===== config.mk =====
export PLATFORM = sky130hd
export DESIGN_NAME = mbox_bank
export DESIGN_NICKNAME = d
export VERILOG_FILES = /design/src/rtl/mbox_pkg.sv /design/src/rtl/mbox_data.sv /design/src/rtl/mbox_flags.sv /design/src/rtl/mbox_srst.sv /design/src/rtl/mbox_bank.sv
export SDC_FILE = /design/constraint.sdc
export NUM_CORES = 1
export LEC_CHECK = 0
export ABC_AREA = 1
export BUFFER_PORTS_ARGS = -buffer_cell sky130_fd_sc_hd__buf_2
export CAP_MARGIN = 5
export CORE_MARGIN = 3
export CORE_UTILIZATION = 50
export DETAILED_ROUTE_END_ITERATION = 16
export PLACE_DENSITY = 0.66
export SYNTH_ARGS = -nofsm -noshare
export SYNTH_HDL_FRONTEND = slang
export SYNTH_SLANG_ARGS = --single-unit

===== constraint.sdc =====
create_clock -name clk -period 2.6 [get_ports clk]
set_clock_uncertainty 0.15 [all_clocks]
set_input_delay 0.52 -clock clk [delete_from_list [all_inputs] [get_ports clk]]
set_output_delay 0.52 -clock clk [all_outputs]
set_load 0.03 [all_outputs]

===== src/rtl/mbox_pkg.sv =====
package mbox_pkg;

    localparam int DATA_W          = 16;
    localparam int NUM_REGS        = 6;
    localparam int IDX_W           = 3;
    localparam int HALF_W          = DATA_W / 2;
    localparam int STAT_LO_IDX     = 6;
    localparam int STAT_HI_IDX     = 7;
    localparam int OVW_BIT         = 7;
    localparam int SRST_BIT        = 6;
    localparam int SRST_CYCLES_DEF = 5;

    typedef logic [DATA_W-1:0]   word_t;
    typedef logic [NUM_REGS-1:0] regvec_t;
    typedef logic [IDX_W-1:0]    idx_t;

    // control-side view of the bank
    typedef struct packed {
        regvec_t hw;   // host wrote word n, core has not read it
        regvec_t cw;   // core wrote word n, host has not read it
        logic    ovw;  // overwrite-mode bit
    } status_t;

    function automatic status_t status_reset();
        status_t s;
        s.hw  = '0;
        s.cw  = '0;
        s.ovw = 1'b1;
        return s;
    endfunction

    // low half / high half placement shared by status-low and enable word
    function automatic word_t pack_pair(regvec_t lo, regvec_t hi);
        word_t w;
        w = '0;
        w[NUM_REGS-1:0]       = lo;
        w[HALF_W +: NUM_REGS] = hi;
        return w;
    endfunction

    function automatic word_t stat_lo_word(status_t s);
        return pack_pair(s.hw, s.cw);
    endfunction

    function automatic word_t stat_hi_word(status_t s);
        word_t w;
        w = '0;
        w[NUM_REGS-1:0] = s.cw;
        w[OVW_BIT]      = s.ovw;
        return w;
    endfunction

    function automatic word_t narrow_word(word_t v);
        word_t w;
        w = '0;
        w[HALF_W-1:0] = v[HALF_W-1:0];
        return w;
    endfunction

    function automatic regvec_t idx_onehot(idx_t idx, logic en);
        regvec_t v;
        for (int i = 0; i < NUM_REGS; i++) begin
            v[i] = en && (idx == IDX_W'(i));
        end
        return v;
    endfunction

endpackage


===== src/rtl/mbox_data.sv =====
module mbox_data
    import mbox_pkg::*;
(
    input  logic    clk,
    input  logic    rst,
    input  regvec_t h_we,
    input  regvec_t c_we,
    input  word_t   h_wdata,
    input  word_t   c_wdata,
    output word_t   data_q [NUM_REGS]
);

    // mailbox words carry no reset: contents survive any reset
    for (genvar g = 0; g < NUM_REGS; g++) begin : g_word
        always_ff @(posedge clk) begin
            if (h_we[g]) begin
                data_q[g] <= h_wdata;
            end else if (c_we[g]) begin
                data_q[g] <= c_wdata;
            end
        end

        // host data wins a same-cycle collision
        a_r9_host_wins: assert property (@(posedge clk) disable iff (rst)
            (h_we[g] && c_we[g]) |=> (data_q[g] == $past(h_wdata)));

        // a lone core write lands
        a_r1_core_write: assert property (@(posedge clk) disable iff (rst)
            (c_we[g] && !h_we[g]) |=> (data_q[g] == $past(c_wdata)));
    end

endmodule


===== src/rtl/mbox_flags.sv =====
module mbox_flags
    import mbox_pkg::*;
(
    input  logic    clk,
    input  logic    ctl_rst,
    input  regvec_t h_rd,
    input  regvec_t h_wr,
    input  regvec_t c_rd,
    input  regvec_t c_wr,
    output regvec_t hw_q,
    output regvec_t cw_q,
    output regvec_t rr_q
);

    for (genvar g = 0; g < NUM_REGS; g++) begin : g_flag
        // host-written flag: set by host write, cleared by core read
        always_ff @(posedge clk) begin
            if (ctl_rst)      hw_q[g] <= 1'b0;
            else if (h_wr[g]) hw_q[g] <= 1'b1;
            else if (c_rd[g]) hw_q[g] <= 1'b0;
        end

        // core-written flag: set by core write, cleared by host read
        always_ff @(posedge clk) begin
            if (ctl_rst)      cw_q[g] <= 1'b0;
            else if (c_wr[g]) cw_q[g] <= 1'b1;
            else if (h_rd[g]) cw_q[g] <= 1'b0;
        end

        // read-ready: core write clears, host read sets, core write wins
        always_ff @(posedge clk) begin
            if (ctl_rst)      rr_q[g] <= 1'b1;
            else if (c_wr[g]) rr_q[g] <= 1'b0;
            else if (h_rd[g]) rr_q[g] <= 1'b1;
        end

        a_r2_hw_set: assert property (@(posedge clk) disable iff (ctl_rst)
            h_wr[g] |=> hw_q[g]);
        a_r2_hw_clear: assert property (@(posedge clk) disable iff (ctl_rst)
            (c_rd[g] && !h_wr[g]) |=> !hw_q[g]);
        a_r3_cw_set: assert property (@(posedge clk) disable iff (ctl_rst)
            c_wr[g] |=> cw_q[g]);
        a_r3_cw_clear: assert property (@(posedge clk) disable iff (ctl_rst)
            (h_rd[g] && !c_wr[g]) |=> !cw_q[g]);
        a_r7_rr_clear: assert property (@(posedge clk) disable iff (ctl_rst)
            c_wr[g] |=> !rr_q[g]);
    end

endmodule


===== src/rtl/mbox_srst.sv =====
module mbox_srst #(
    parameter int LEN = 5
) (
    input  logic clk,
    input  logic rst,
    input  logic fire,
    output logic pulse
);

    localparam int CW = $clog2(LEN + 1);

    logic [CW-1:0] cnt_q;

    always_ff @(posedge clk) begin
        if (rst) begin
            cnt_q <= '0;
        end else if (fire && cnt_q == '0) begin
            cnt_q <= CW'(LEN);
        end else if (cnt_q != '0) begin
            cnt_q <= cnt_q - 1'b1;
        end
    end

    assign pulse = (cnt_q != '0);

    // checker: length of each high run
    logic [CW:0] run_q;
    always_ff @(posedge clk) begin
        if (rst)        run_q <= '0;
        else if (pulse) run_q <= run_q + 1'b1;
        else            run_q <= '0;
    end

    // pulse is exactly LEN cycles
    a_r8_pulse_len: assert property (@(posedge clk) disable iff (rst)
        ($fell(pulse) && !$past(rst)) |-> (run_q == (CW+1)'(LEN)));

    a_r8_fire_starts: assert property (@(posedge clk) disable iff (rst)
        (fire && !pulse) |=> pulse);

endmodule


===== src/rtl/mbox_bank.sv =====
module mbox_bank
    import mbox_pkg::*;
#(
    parameter int SRST_CYCLES = SRST_CYCLES_DEF
) (
    input  logic        clk,
    input  logic        rst,
    input  logic        host_rd,
    input  logic        host_wr,
    input  logic        host_narrow,
    input  logic [2:0]  host_idx,
    input  logic [15:0] host_wdata,
    output logic [15:0] host_rdata,
    input  logic        core_rd,
    input  logic        core_wr,
    input  logic        core_mask_sel,
    input  logic [2:0]  core_idx,
    input  logic [15:0] core_wdata,
    output logic [15:0] core_rdata,
    output logic        irq_host_wr,
    output logic        irq_host_rd,
    output logic        soft_rst
);

    logic    busy;
    logic    ctl_rst;
    logic    h_go_rd, h_go_wr, c_go_rd, c_go_wr;
    regvec_t h_rd_v, h_wr_v, c_rd_v, c_wr_v;
    regvec_t hw_q, cw_q, rr_q;
    regvec_t men_wr_q, men_rd_q;
    logic    ovw_q;
    logic    h_hi_wr, c_hi_wr, srst_fire;
    word_t   h_wdata_eff;
    word_t   data_q [NUM_REGS];
    word_t   h_sel, c_sel, h_val, c_val;
    word_t   snap_lo_q, snap_hi_q;
    status_t st;

    assign ctl_rst = rst | busy;

    // strobes are dropped while the soft reset pulse runs
    assign h_go_rd = host_rd & ~busy;
    assign h_go_wr = host_wr & ~busy;
    assign c_go_rd = core_rd & ~busy & ~core_mask_sel;
    assign c_go_wr = core_wr & ~busy & ~core_mask_sel;

    assign h_rd_v = idx_onehot(host_idx, h_go_rd);
    assign h_wr_v = idx_onehot(host_idx, h_go_wr);
    assign c_rd_v = idx_onehot(core_idx, c_go_rd);
    assign c_wr_v = idx_onehot(core_idx, c_go_wr);

    assign h_wdata_eff = host_narrow ? narrow_word(host_wdata) : host_wdata;

    assign h_hi_wr   = h_go_wr && (host_idx == IDX_W'(STAT_HI_IDX));
    assign c_hi_wr   = c_go_wr && (core_idx == IDX_W'(STAT_HI_IDX));
    assign srst_fire = (h_hi_wr && host_wdata[SRST_BIT]) ||
                       (c_hi_wr && core_wdata[SRST_BIT]);

    mbox_srst #(.LEN(SRST_CYCLES)) u_srst (
        .clk   (clk),
        .rst   (rst),
        .fire  (srst_fire),
        .pulse (busy)
    );

    mbox_data u_data (
        .clk     (clk),
        .rst     (rst),
        .h_we    (h_wr_v),
        .c_we    (c_wr_v),
        .h_wdata (h_wdata_eff),
        .c_wdata (core_wdata),
        .data_q  (data_q)
    );

    mbox_flags u_flags (
        .clk     (clk),
        .ctl_rst (ctl_rst),
        .h_rd    (h_rd_v),
        .h_wr    (h_wr_v),
        .c_rd    (c_rd_v),
        .c_wr    (c_wr_v),
        .hw_q    (hw_q),
        .cw_q    (cw_q),
        .rr_q    (rr_q)
    );

    // overwrite-mode bit, host write takes precedence
    always_ff @(posedge clk) begin
        if (ctl_rst)      ovw_q <= 1'b1;
        else if (h_hi_wr) ovw_q <= host_wdata[OVW_BIT];
        else if (c_hi_wr) ovw_q <= core_wdata[OVW_BIT];
    end

    // interrupt enable word, core side only
    always_ff @(posedge clk) begin
        if (ctl_rst) begin
            men_wr_q <= '0;
            men_rd_q <= '0;
        end else if (core_wr && core_mask_sel) begin
            men_wr_q <= core_wdata[NUM_REGS-1:0];
            men_rd_q <= core_wdata[HALF_W +: NUM_REGS];
        end
    end

    assign st.hw  = hw_q;
    assign st.cw  = cw_q;
    assign st.ovw = ovw_q;

    // host status snapshot, refreshed at every host access
    always_ff @(posedge clk) begin
        if (ctl_rst) begin
            snap_lo_q <= stat_lo_word(status_reset());
            snap_hi_q <= stat_hi_word(status_reset());
        end else if (h_go_rd || h_go_wr) begin
            snap_lo_q <= stat_lo_word(st);
            snap_hi_q <= stat_hi_word(st);
        end
    end

    always_comb begin
        h_sel = '0;
        c_sel = '0;
        for (int i = 0; i < NUM_REGS; i++) begin
            if (host_idx == IDX_W'(i)) h_sel = data_q[i];
            if (core_idx == IDX_W'(i)) c_sel = data_q[i];
        end
    end

    always_comb begin
        if (host_idx == IDX_W'(STAT_LO_IDX))      h_val = snap_lo_q;
        else if (host_idx == IDX_W'(STAT_HI_IDX)) h_val = snap_hi_q;
        else                                      h_val = h_sel;
        if (host_narrow) h_val = narrow_word(h_val);
    end

    always_comb begin
        if (core_mask_sel)                        c_val = pack_pair(men_wr_q, men_rd_q);
        else if (core_idx == IDX_W'(STAT_LO_IDX)) c_val = stat_lo_word(st);
        else if (core_idx == IDX_W'(STAT_HI_IDX)) c_val = stat_hi_word(st);
        else                                      c_val = c_sel;
    end

    always_ff @(posedge clk) begin
        if (rst)          host_rdata <= '0;
        else if (h_go_rd) host_rdata <= h_val;
    end

    always_ff @(posedge clk) begin
        if (rst)                           core_rdata <= '0;
        else if (core_rd && !busy)         core_rdata <= c_val;
    end

    assign irq_host_wr = |(hw_q & men_wr_q);
    assign irq_host_rd = |(rr_q & men_rd_q);
    assign soft_rst    = busy;

    // reserved and reset bits of the high status word read zero
    a_r4_hi_reserved: assert property (@(posedge clk) disable iff (rst)
        (core_rd && !busy && !core_mask_sel && core_idx == IDX_W'(STAT_HI_IDX))
        |=> (core_rdata[15:8] == 8'h00 && core_rdata[SRST_BIT] == 1'b0));

    // narrow host reads never carry an upper byte
    a_r11_narrow_read: assert property (@(posedge clk) disable iff (rst)
        (host_rd && host_narrow && !busy) |=> (host_rdata[15:8] == 8'h00));

    // control state held at reset values during the pulse
    a_r8_hold_reset: assert property (@(posedge clk) disable iff (rst)
        busy |=> (men_wr_q == '0 && men_rd_q == '0 && ovw_q && hw_q == '0));

    // read data moves only on a read strobe
    a_r1_rdata_hold: assert property (@(posedge clk) disable iff (rst)
        (!core_rd && !$past(rst)) |=> $stable(core_rdata));

endmodule


==> results of run 1 <==
==> sequential cells by signal (all words and copies together) (netlist names), 7 cells and up <==
signal	cells
snap_hi_q	7
host_rdata	16
core_rdata	16
u_data.data_q	96
==> worst min-delay path by stage <==
| stage | endpoint | slack [ps] | cells after the start |
|---|---|---|---|
| after global routing | men_rd_q[0] | 250 | 3 |
| after detailed placement | core_rdata[12] | 300 | 2 |
| after global placement | core_rdata[12] | 300 | 2 |
| final | men_rd_q[1] | 240 | 3 |
| after floorplan | snap_lo_q[2] | 280 | 2 |
| after CTS | men_rd_q[1] | 230 | 3 |
==> synthesized netlist by cell type (4+ instances only) <==
cell       count  area, µm²
nand2_1      346       1299
o21ai_0      153      765.7
inv_1        113      424.2
a21oi_1      104      520.5
nor2_1       101      379.1
edfxtp_1      96       2883
dfxtp_1       79       1582
clkbuf_1      35      131.4
nand3_1       29      145.1
nand4_1       15      93.84
o211ai_1      12      90.09
buf_2         10      50.05
inv_2          8      30.03
buf_4          6      45.04
o2111ai_1      6      52.55
a221oi_1       5      43.79
clkinv_1       5      18.77
a22oi_1        4      30.03
nor2_2         4      25.02
==> power breakdown <==
part | internal [µW] | switching (µW) | total [µW]
registers | 3240 | 166 | 3410
logic | 541 | 1310 | 1850
clock network | 1370 | 1130 | 2500
total | 5150 | 2610 | 7760
==> critical path, delay by kind of cell (launching register included) <==
family / cells / cell delay, ps
DFF: 1 / 350
buffers and inverters: 4 / 540
AOI/OAI and AO/OA: 2 / 260
and+or+nand+nor: 3 / 680
adders and majority gates: 1 / 200
==> stage by stage <==
step / utilization / power (µW) / area [µm²] / setup slack [ps] / cells
floorplan: - / 4636 / 8845 / 261.3 / 1159
global placement: 0.5605 / 5256 / 9694 / 221.0 / 1454
detailed placement: 0.5605 / 5283 / 9694 / 215.5 / 1454
CTS: 0.5934 / 7765 / 10260 / 328.2 / 1486
global route: 0.5934 / 8108 / 10260 / 88.20 / 1486
finish: 0.5934 / 7760 / 10260 / 295.5 / 1486
==> cell type report <==
type,instances,share of cell area
Clock buffer,22,0.04840
Clock inverter,10,0.007071
Inverter,126,0.04608
Multi-Input combinational cell,805,0.3571
Sequential cell,175,0.4350
Tap cell,225,0.02743
Timing Repair Buffer,123,0.07900
==> per-layer routing <==
| metal | part of all wire | track usage | vias to the layer above |
|---|---|---|---|
| li1 | - | - | 4010 |
| met1 | 0.47 | 0.4247 | 3892 |
| met2 | 0.43 | 0.4183 | 383 |
| met3 | 0.084 | 0.05414 | 39 |
| met4 | 0.017 | 0.06797 | 0 |
| met5 | 0 | 0 | - |
==> kinds of logic after synthesis <==
family                   after synthesis  share of synthesized area
flip-flops                           175                     0.5047
AO/OA/AOI/OAI                        294                     0.1780
buffers and inverters                179                    0.08092
adder cells (fa/ha/maj)                2                   0.002829
XOR/XNOR                               1                  0.0009904
AND/OR/NAND/NOR                      508                     0.2326
==> flow_metrics.tcl, run 1 <==
set metrics [dict create \
    outcome "complete, no violations" \
    multi_input_area_mm2 0.003665 \
    ys_ff_latch 175 \
    hpwl_um 20900 \
    worst_hold_slack_ps 235.9 \
    coreArea_mm2 0.01730 \
    min_period_ps 2305 \
    die_area_mm2 0.01932 \
    cts_made_buffers 17 \
    htreeDepth 4 \
    crit_arrival_ps 2460 \
    holdBufCountCts 0 \
    path_cells "inv_1 -> ha_1 -> nand2_2 -> inv_2 -> nand2_2 -> inv_1 -> nor2_1 -> inv_1 -> o21ai_0 -> a21oi_1" \
    overflow 0 \
    tightest_slew_ps 661.1 \
    ir_drop_mv 0.8083 \
    grt_pass1_wl_um 42420 \
    yosysSeqAreaShare 0.5047 \
    drtIter0Drc 1004 \
    first_pass_iters 5 \
    netlist_area_mm2 0.008845 \
    synth.distinct_cells 33 \
    max_stage_delay_ps 350 \
    vias_per_cell 5.602 \
    rsz0062_at_grt "false" \
    tns_ps 0 \
    synth_edf_count 96 \
    io_buffers 80 \
    cts_sinks 175 \
    drc 0 \
    ff2ff_setup_slack_ps 300 \
    postSynth.asyncResetShare 0 \
    cpMostUsedCell "inv_1" \
    drive_gt1_frac 0.1380 \
    routed_wl_um 27720 \
    mostFrequentLayoutCells "nand2_1, o21ai_0, inv_1" \
    r2r_end "snap_hi_q[2]" \
    hold_violations 0 \
    grt_pass1_vias 7300 \
    maxSlewViolCount 0 \
    area_growth_pct 16.04 \
    diodes 0 \
    max_slew_margin 0.5566 \
    chipHeight_um 139 \
    post_cts_buffers 0 \
    vias 8324 \
    gp_congestion 0.9777 \
    clk_pin_slew_ps 70 \
    min_period_over_period 0.8864 \
    avgSynthCellArea_um2 7.631 \
    layout_commonest_cell "nand2_1" \
    avgRoutedWirePerCell_um 18.65 \
    p_leak_uw 0.004238 \
    fmax_mhz 433.9 \
    fp-row-count 48 \
    power_density_mw_per_mm2 756.1 \
    crit_type "reg2reg" \
    nNetsFinal 1296 \
    cp-end-kind "flip-flop" \
    yosys_warnings 0 \
    grt_antenna_before_repair 0 \
    register_area_mm2 0.004464 \
    setup-violations-final 0 \
    initial_core_util 0.5114 \
    postSynthCellCount 1159 \
    worstRegToRegCells 10 \
    reg2reg_from "u_srst.cnt_q[0]" \
    clk-insertion-delay-late_ps 430 \
    grt_max_degree 33 \
    synth_nets 1207 \
    required_ps 2760 \
    min_from "core_wdata[9]" \
    startpoint_type "flip-flop" \
    drtAntennaViolNets 0 \
    crit_fanout 21 \
    cts_root_buf "clkbuf_16" \
    maxCapViolations 0 \
    n_fill_cell 1647 \
    crit_end "snap_hi_q[2]" \
    critPathLaunch "u_srst.cnt_q[0]" \
    ios 81 \
    cts_resized 0 \
    clockBufferDepth 2 \
    grtUsageTotal 0.2810 \
    hold_class "in2reg" \
    die_x_um 139 \
    cts_tree "yes" \
    slowest_stage "dfxtp_1" \
    synth_ff_type "edfxtp_1" \
]
No activity file was read; power rests on OpenSTA's default activity.
==> run 2: changes to the inputs <==
--- a/config.mk
+++ b/config.mk
@@ -11,7 +11,7 @@
 export CORE_MARGIN = 3
 export CORE_UTILIZATION = 50
 export DETAILED_ROUTE_END_ITERATION = 16
-export PLACE_DENSITY = 0.66
+export PLACE_DENSITY = 0.81
 export SYNTH_ARGS = -nofsm -noshare
 export SYNTH_HDL_FRONTEND = slang
 export SYNTH_SLANG_ARGS = --single-unit
==> constraint.sdc (replaced) <==
create_clock -name clk -period 2.8 [get_ports clk]
set_clock_uncertainty 0.15 [all_clocks]
set_input_delay 0.56 -clock clk [delete_from_list [all_inputs] [get_ports clk]]
set_output_delay 0.56 -clock clk [all_outputs]
set_load 0.03 [all_outputs]
==> run 2 against run 1 <==
Against the previous run: core utilization fell by 0.69 points; non-clock buffer count fell by 7; critical endpoint is now u_data.data_q[44]; sequential power fell by 6.7%; largest power group unchanged; via count rose by 1.6%; wire length rose by 1.8%; cell area fell by 1.2%; combinational power fell by 8%; sequential share of layout area rose by 0.51 points; fmax fell by 2.6%; global-route usage rose by 0.81 points; critical path depth fell by 1; final cell count fell by 0.47%.
==> flow_metrics.tcl, run 2 (synthesis results as in run 1) <==
set metrics [dict create \
    worstRegToRegCells 9 \
    grtUsageTotal 0.2891 \
    holdPathEnd "men_rd_q[0]" \
    outcome "complete, no violations" \
    cts_sinks 175 \
    tns_ps 0 \
    io_buffers 80 \
    hold_violations 0 \
    drtAntennaViolNets 0 \
    diodes 0 \
    clk-insertion-delay-late_ps 440 \
    hold_class "in2reg" \
    hpwl_um 20620 \
    fmax_mhz 422.5 \
    cts_resized 0 \
    grt_pass1_wl_um 43550 \
    grt_max_degree 27 \
    fp-row-count 48 \
    nNetsFinal 1289 \
    min_from "core_wdata[8]" \
    ff2ff_setup_slack_ps 430 \
    ir_drop_mv 0.5234 \
    first_pass_iters 6 \
    path_buf_inv 4 \
    coreArea_mm2 0.01730 \
    wl_met3_um 3134 \
    crit_fanout 16 \
    whs_path_depth 3 \
    crit_arrival_ps 2330 \
    slowest_stage "dfxtp_1" \
    power_density_mw_per_mm2 702.0 \
    max_stage_delay_ps 330 \
    maxCapViolations 0 \
    fin_util 0.5864 \
    layout_commonest_cell "nand2_1" \
    htreeDepth 4 \
    vias_per_cell 5.717 \
    largest-register "u_data.data_q" \
    grt_pass1_vias 7846 \
    drc 0 \
    reg2reg_from "u_srst.cnt_q[0]" \
    cts_made_buffers 17 \
    holdBufCountCts 0 \
    routed_wl_um 28220 \
    area_growth_pct 14.68 \
    reg.largest.list "u_data.data_q (96), core_rdata (16), host_rdata (16)" \
    path_cells "inv_1 -> ha_1 -> nand2_2 -> nor2_2 -> inv_2 -> nor2_1 -> inv_1 -> nand2_1 -> buf_4" \
    rsz0062_at_grt "false" \
    avgRoutedWirePerCell_um 19.08 \
    clk_pin_slew_ps 70 \
    chipHeight_um 139 \
    die_area_mm2 0.01932 \
    cpMostUsedCell "inv_1" \
    crit_type "reg2reg" \
    cp-end-kind "flip-flop" \
    tightest_slew_ps 669.9 \
    gp_congestion 0.9747 \
    clockBufferDepth 2 \
    vias 8455 \
    post_cts_buffers 0 \
    largest_reg_flops 96 \
    initial_core_util 0.5114 \
    startpoint_type "flip-flop" \
    min_period_ps 2367 \
    r2r_end "u_data.data_q[44]" \
    p_leak_uw 0.004184 \
    drtIter0Drc 1024 \
    wl_met2_um 12390 \
    maxSlewViolCount 0 \
    cts_tree "yes" \
    cts_root_buf "clkbuf_16" \
    setup-violations-final 0 \
    min_period_over_period 0.8453 \
    overflow 0 \
    max_slew_margin 0.5506 \
    top_layer "met4" \
    mostFrequentLayoutCells "nand2_1, o21ai_0, inv_1" \
    crit_family "buffers and inverters" \
    wl_met1_um 11710 \
    grt_antenna_before_repair 0 \
    required_ps 2770 \
    ios 81 \
    die_x_um 139 \
    drive_gt1_frac 0.1340 \
]
run 2: cell count changes in the layout (fill, tap and decap cells not counted):
cell	before	now
clkinv_4	1	4
buf_4	36	33
clkbuf_8	1	3
clkbuf_1	2	1
inv_6	4	2
clkbuf_16	19	17
buf_12	7	3
run 2: worst max path at each step:
| stage | depth (start not counted) | end | startpoint |
|---|---|---|---|
| 5_1_grt | 9 | u_data.data_q[44] | u_srst.cnt_q[0] |
| 3_5_place_dp | 7 | u_data.data_q[42] | core_idx[2] |
| 4_1_cts | 9 | u_data.data_q[44] | u_srst.cnt_q[0] |
| 6_report | 9 | u_data.data_q[44] | u_srst.cnt_q[0] |
| 3_3_place_gp | 7 | u_data.data_q[42] | core_idx[2] |
| 2_1_floorplan | 9 | u_data.data_q[32] | u_srst.cnt_q[0] |
run 2: layout make-up:
cell class	instances	area [µm²]
clock buffers	21	470.5
clock inverters	11	81.33
fillers	1556	7153
inverters	126	473.0
multi-input cells	805	3665
flip-flops and latches	175	4464
well taps	225	281.5
repair buffers	116	708.2
run 2: through the flow:
stage / worst slack (ps) / total power, µW / hold WS [ps] / area [µm²] / cells
floorplan: 461.3 / 4304 / 279.7 / 8845 / 1159
global placement: 330.1 / 4864 / 291.0 / 9592 / 1447
detailed placement: 351.7 / 4900 / 296.5 / 9592 / 1447
CTS: 475.0 / 7100 / 274.1 / 10140 / 1479
global route: 217.3 / 7439 / 309.4 / 10140 / 1479
finish: 433.2 / 7120 / 285.3 / 10140 / 1479
run 2: metal layers:
layer / GRT usage / vias up
met5: 0 / -
met4: 0.1323 / 0
met3: 0.04724 / 80
met2: 0.4375 / 545
met1: 0.4092 / 3835
li1: - / 3995
run 2: report_power, final:
part / switching, µW / total, µW / internal [µW]
Clock: 1020 / 2240 / 1210
Sequential: 168 / 3180 / 3010
Combinational: 1220 / 1710 / 492
run 2: worst register-to-register path, stage by stage, from the launching register on:
cell	delay (ps)
dfxtp_1	330
inv_1	80
ha_1	160
nand2_2	140
nor2_2	270
inv_2	130
nor2_1	140
inv_1	240
nand2_1	130
buf_4	290
==> run 3: changes to the inputs <==
--- a/config.mk
+++ b/config.mk
@@ -5,7 +5,7 @@
 export SDC_FILE = /design/constraint.sdc
 export NUM_CORES = 1
 export LEC_CHECK = 0
-export ABC_AREA = 1
+export ABC_AREA = 0
 export BUFFER_PORTS_ARGS = -buffer_cell sky130_fd_sc_hd__buf_2
 export CAP_MARGIN = 5
 export CORE_MARGIN = 3
==> constraint.sdc (replaced) <==
create_clock -name clk -period 2.2 [get_ports clk]
set_clock_uncertainty 0.15 [all_clocks]
set_input_delay 0.44 -clock clk [delete_from_list [all_inputs] [get_ports clk]]
set_output_delay 0.44 -clock clk [all_outputs]
set_load 0.03 [all_outputs]
==> run 3 against run 2 <==
Against the previous run: power grew 39%; register-to-register slack got worse by 410 ps; cell area increased by 10%; count of clock-buffer cells in the layout is 1 lower; final cell count decreased by 15%; via count fell by 3.5%; first-iteration DRC count increased by 32%; clock power rose by 39%; global-route usage grew 0.39 points; worst hold slack worse by 110 ps; core utilization increased by 3.3 points.
==> flow_metrics.tcl, run 3 <==
set metrics [dict create \
    postSynth.asyncResetShare 0 \
    dpl_cell_area_mm2 0.01053 \
    pre_cts_slack_ps -99.73 \
    crit_arrival_ps 2210 \
    vias_per_cell 6.459 \
    die_area_mm2 0.02018 \
    power_density_mw_per_mm2 883.3 \
    overflow 0 \
    worstRegToRegCells 8 \
    min_period_ps 2178 \
    io_buffers 80 \
    reg.largest.list "u_data.data_q (96), core_rdata (16), host_rdata (16)" \
    netlist.top_cell.by_area "edfxtp_1" \
    min_period_over_period 0.9898 \
    cpMostUsedCell "buf_4" \
    gp_congestion 1.008 \
    r2r_end "u_data.data_q[4]" \
    die_x_um 142.1 \
    grt_pass1_wl_um 45050 \
    diodes 0 \
    chipHeight_um 142.1 \
    finalPower_uw 9899 \
    ff2ff_setup_slack_ps 20 \
    avgRoutedWirePerCell_um 23.62 \
    ys_ff_latch 175 \
    synth_most_common_cell "nand2_1" \
    synth.distinct_cells 65 \
    largest-register "u_data.data_q" \
    clk_pin_slew_ps 70 \
    htreeDepth 4 \
    initial_core_util 0.5119 \
    largest_reg_flops 96 \
    coreArea_mm2 0.01809 \
    layout_commonest_cell "nand2_1" \
    grt_antenna_before_repair 0 \
    max_slew_margin 0.4079 \
    clk-insertion-delay-late_ps 440 \
    cts_root_buf "clkbuf_16" \
    yosysSeqAreaShare 0.4822 \
    register_area_mm2 0.004466 \
    grt_pass1_vias 7802 \
    ir_drop_mv 0.5481 \
    hold_violations 0 \
    nNetsFinal 1069 \
    cts_tree "yes" \
    grt_max_degree 38 \
    fmax_mhz 459.2 \
    routed_wl_um 29830 \
    area_growth_pct 21.06 \
    grtUsageTotal 0.2930 \
    max_stage_delay_ps 350 \
    startpoint_type "flip-flop" \
    required_ps 2230 \
    postSynthCellCount 899 \
    hold_class "in2reg" \
    drive_gt1_frac 0.2911 \
    tightest_slew_ps 865.8 \
    vias 8158 \
    path_cells "inv_1 -> ha_1 -> and2b_2 -> buf_4 -> clkbuf_16 -> nand4b_4 -> buf_4 -> mux2_2" \
    drtIter0Drc 1347 \
    hpwl_um 21480 \
    fin_util 0.6196 \
    cts_made_buffers 17 \
    clockBufferDepth 2 \
    crit_type "reg2reg" \
    first_pass_iters 6 \
    netlist_area_mm2 0.009258 \
    setup-violations-final 0 \
    crit_end "u_data.data_q[4]" \
    mostFrequentLayoutCells "nand2_1, edfxtp_1, o21ai_0" \
    synth_commonest_cells "nand2_1, edfxtp_1, o21ai_0" \
    p_leak_uw 0.004342 \
    design_area_mm2 0.01121 \
    fin_ws_ps 22.43 \
    tns_ps 0 \
    maxCapViolations 0 \
    synth_ff_type "edfxtp_1" \
    synth_top_area_frac 0.3114 \
    synth_nets 947 \
    outcome "complete, no violations" \
    drtAntennaViolNets 0 \
    cts_sinks 175 \
    avgSynthCellArea_um2 10.30 \
    fp-row-count 49 \
    yosys_warnings 0 \
    slowest_stage "mux2_2" \
    synth_edf_count 96 \
    drc 0 \
    multi_input_area_mm2 0.004464 \
    n_fill_cell 1433 \
    cp-end-kind "flip-flop" \
    reg2reg_from "u_srst.cnt_q[0]" \
    synthTopCellsByArea "edfxtp_1, dfxtp_1, mux2_2" \
    ios 81 \
    crit_fanout 6 \
    maxSlewViolCount 0 \
    critPathLaunch "u_srst.cnt_q[0]" \
]
-- run 3: power by group --
group	internal [µW]	switching (µW)
registers	3740	146
clock network	1740	1370
logic	1160	1730
-- run 3: stage by stage --
| stage | hold slack, ps | std cells |
|---|---|---|
| finish | 171.5 | 1263 |
| floorplan | 278.4 | 899 |
| CTS | 152.4 | 1258 |
| global route | 188.5 | 1263 |
| detailed placement | 294.1 | 1226 |
| global placement | 285.8 | 1226 |
-- run 3: how the worst min path moves through the flow --
| stage | start | end | slack (ps) | cells past startpoint |
|---|---|---|---|---|
| finish | core_wdata[11] | men_rd_q[3] | 170 | 3 |
| global route | core_wdata[2] | men_wr_q[2] | 190 | 3 |
| detailed placement | snap_lo_q[0] | snap_lo_q[0] | 290 | 2 |
| floorplan | snap_lo_q[3] | snap_lo_q[3] | 280 | 2 |
| global placement | snap_lo_q[5] | snap_lo_q[5] | 290 | 2 |
| CTS | core_wdata[5] | men_wr_q[5] | 150 | 3 |
-- run 3: critical path: cells and delay by family (launching register included) --
kind          cells  cell delay (ps)
fa+ha+maj         1              200
simple gates      2              330
flops             1              340
mux               1              350
buf+inv           4              550
-- run 3: area by class of cell --
| cell class | count | area share |
|---|---|---|
| Inverter | 9 | 0.003238 |
| Clock inverter | 12 | 0.01005 |
| Timing Repair Buffer | 172 | 0.1207 |
| Multi-Input combinational cell | 646 | 0.3983 |
| Tap cell | 229 | 0.02557 |
| Sequential cell | 175 | 0.3985 |
| Clock buffer | 20 | 0.04365 |
-- run 3: cells by family (layout without fill, tap and decap cells) --
group / Yosys count / after routing / synth area share
buf+inv: 78 / 213 / 0.03771
flops: 175 / 175 / 0.4822
fa+ha+maj: 2 / 2 / 0.002703
compound gates: 241 / 241 / 0.1627
simple gates: 290 / 290 / 0.1642
mux: 113 / 113 / 0.1504
-- run 3: what timing repair did --
action / CTS / global route
hold buffers: 0 / 0
hold endpoints to repair: 0 / 0
endpoints found under the setup margin: 1 / 4
gates resized for setup: 4 / 3
buffers inserted: 0 / 4
cloned: 0 / 1
-- run 3: per-layer routing --
metal | up-vias | GRT usage | part of all wire
met2 | 552 | 0.4405 | 0.45
met1 | 3914 | 0.4138 | 0.39
met3 | 85 | 0.05847 | 0.12
met5 | - | 0 | 0
met4 | 0 | 0.1258 | 0.040
li1 | 3607 | - | -
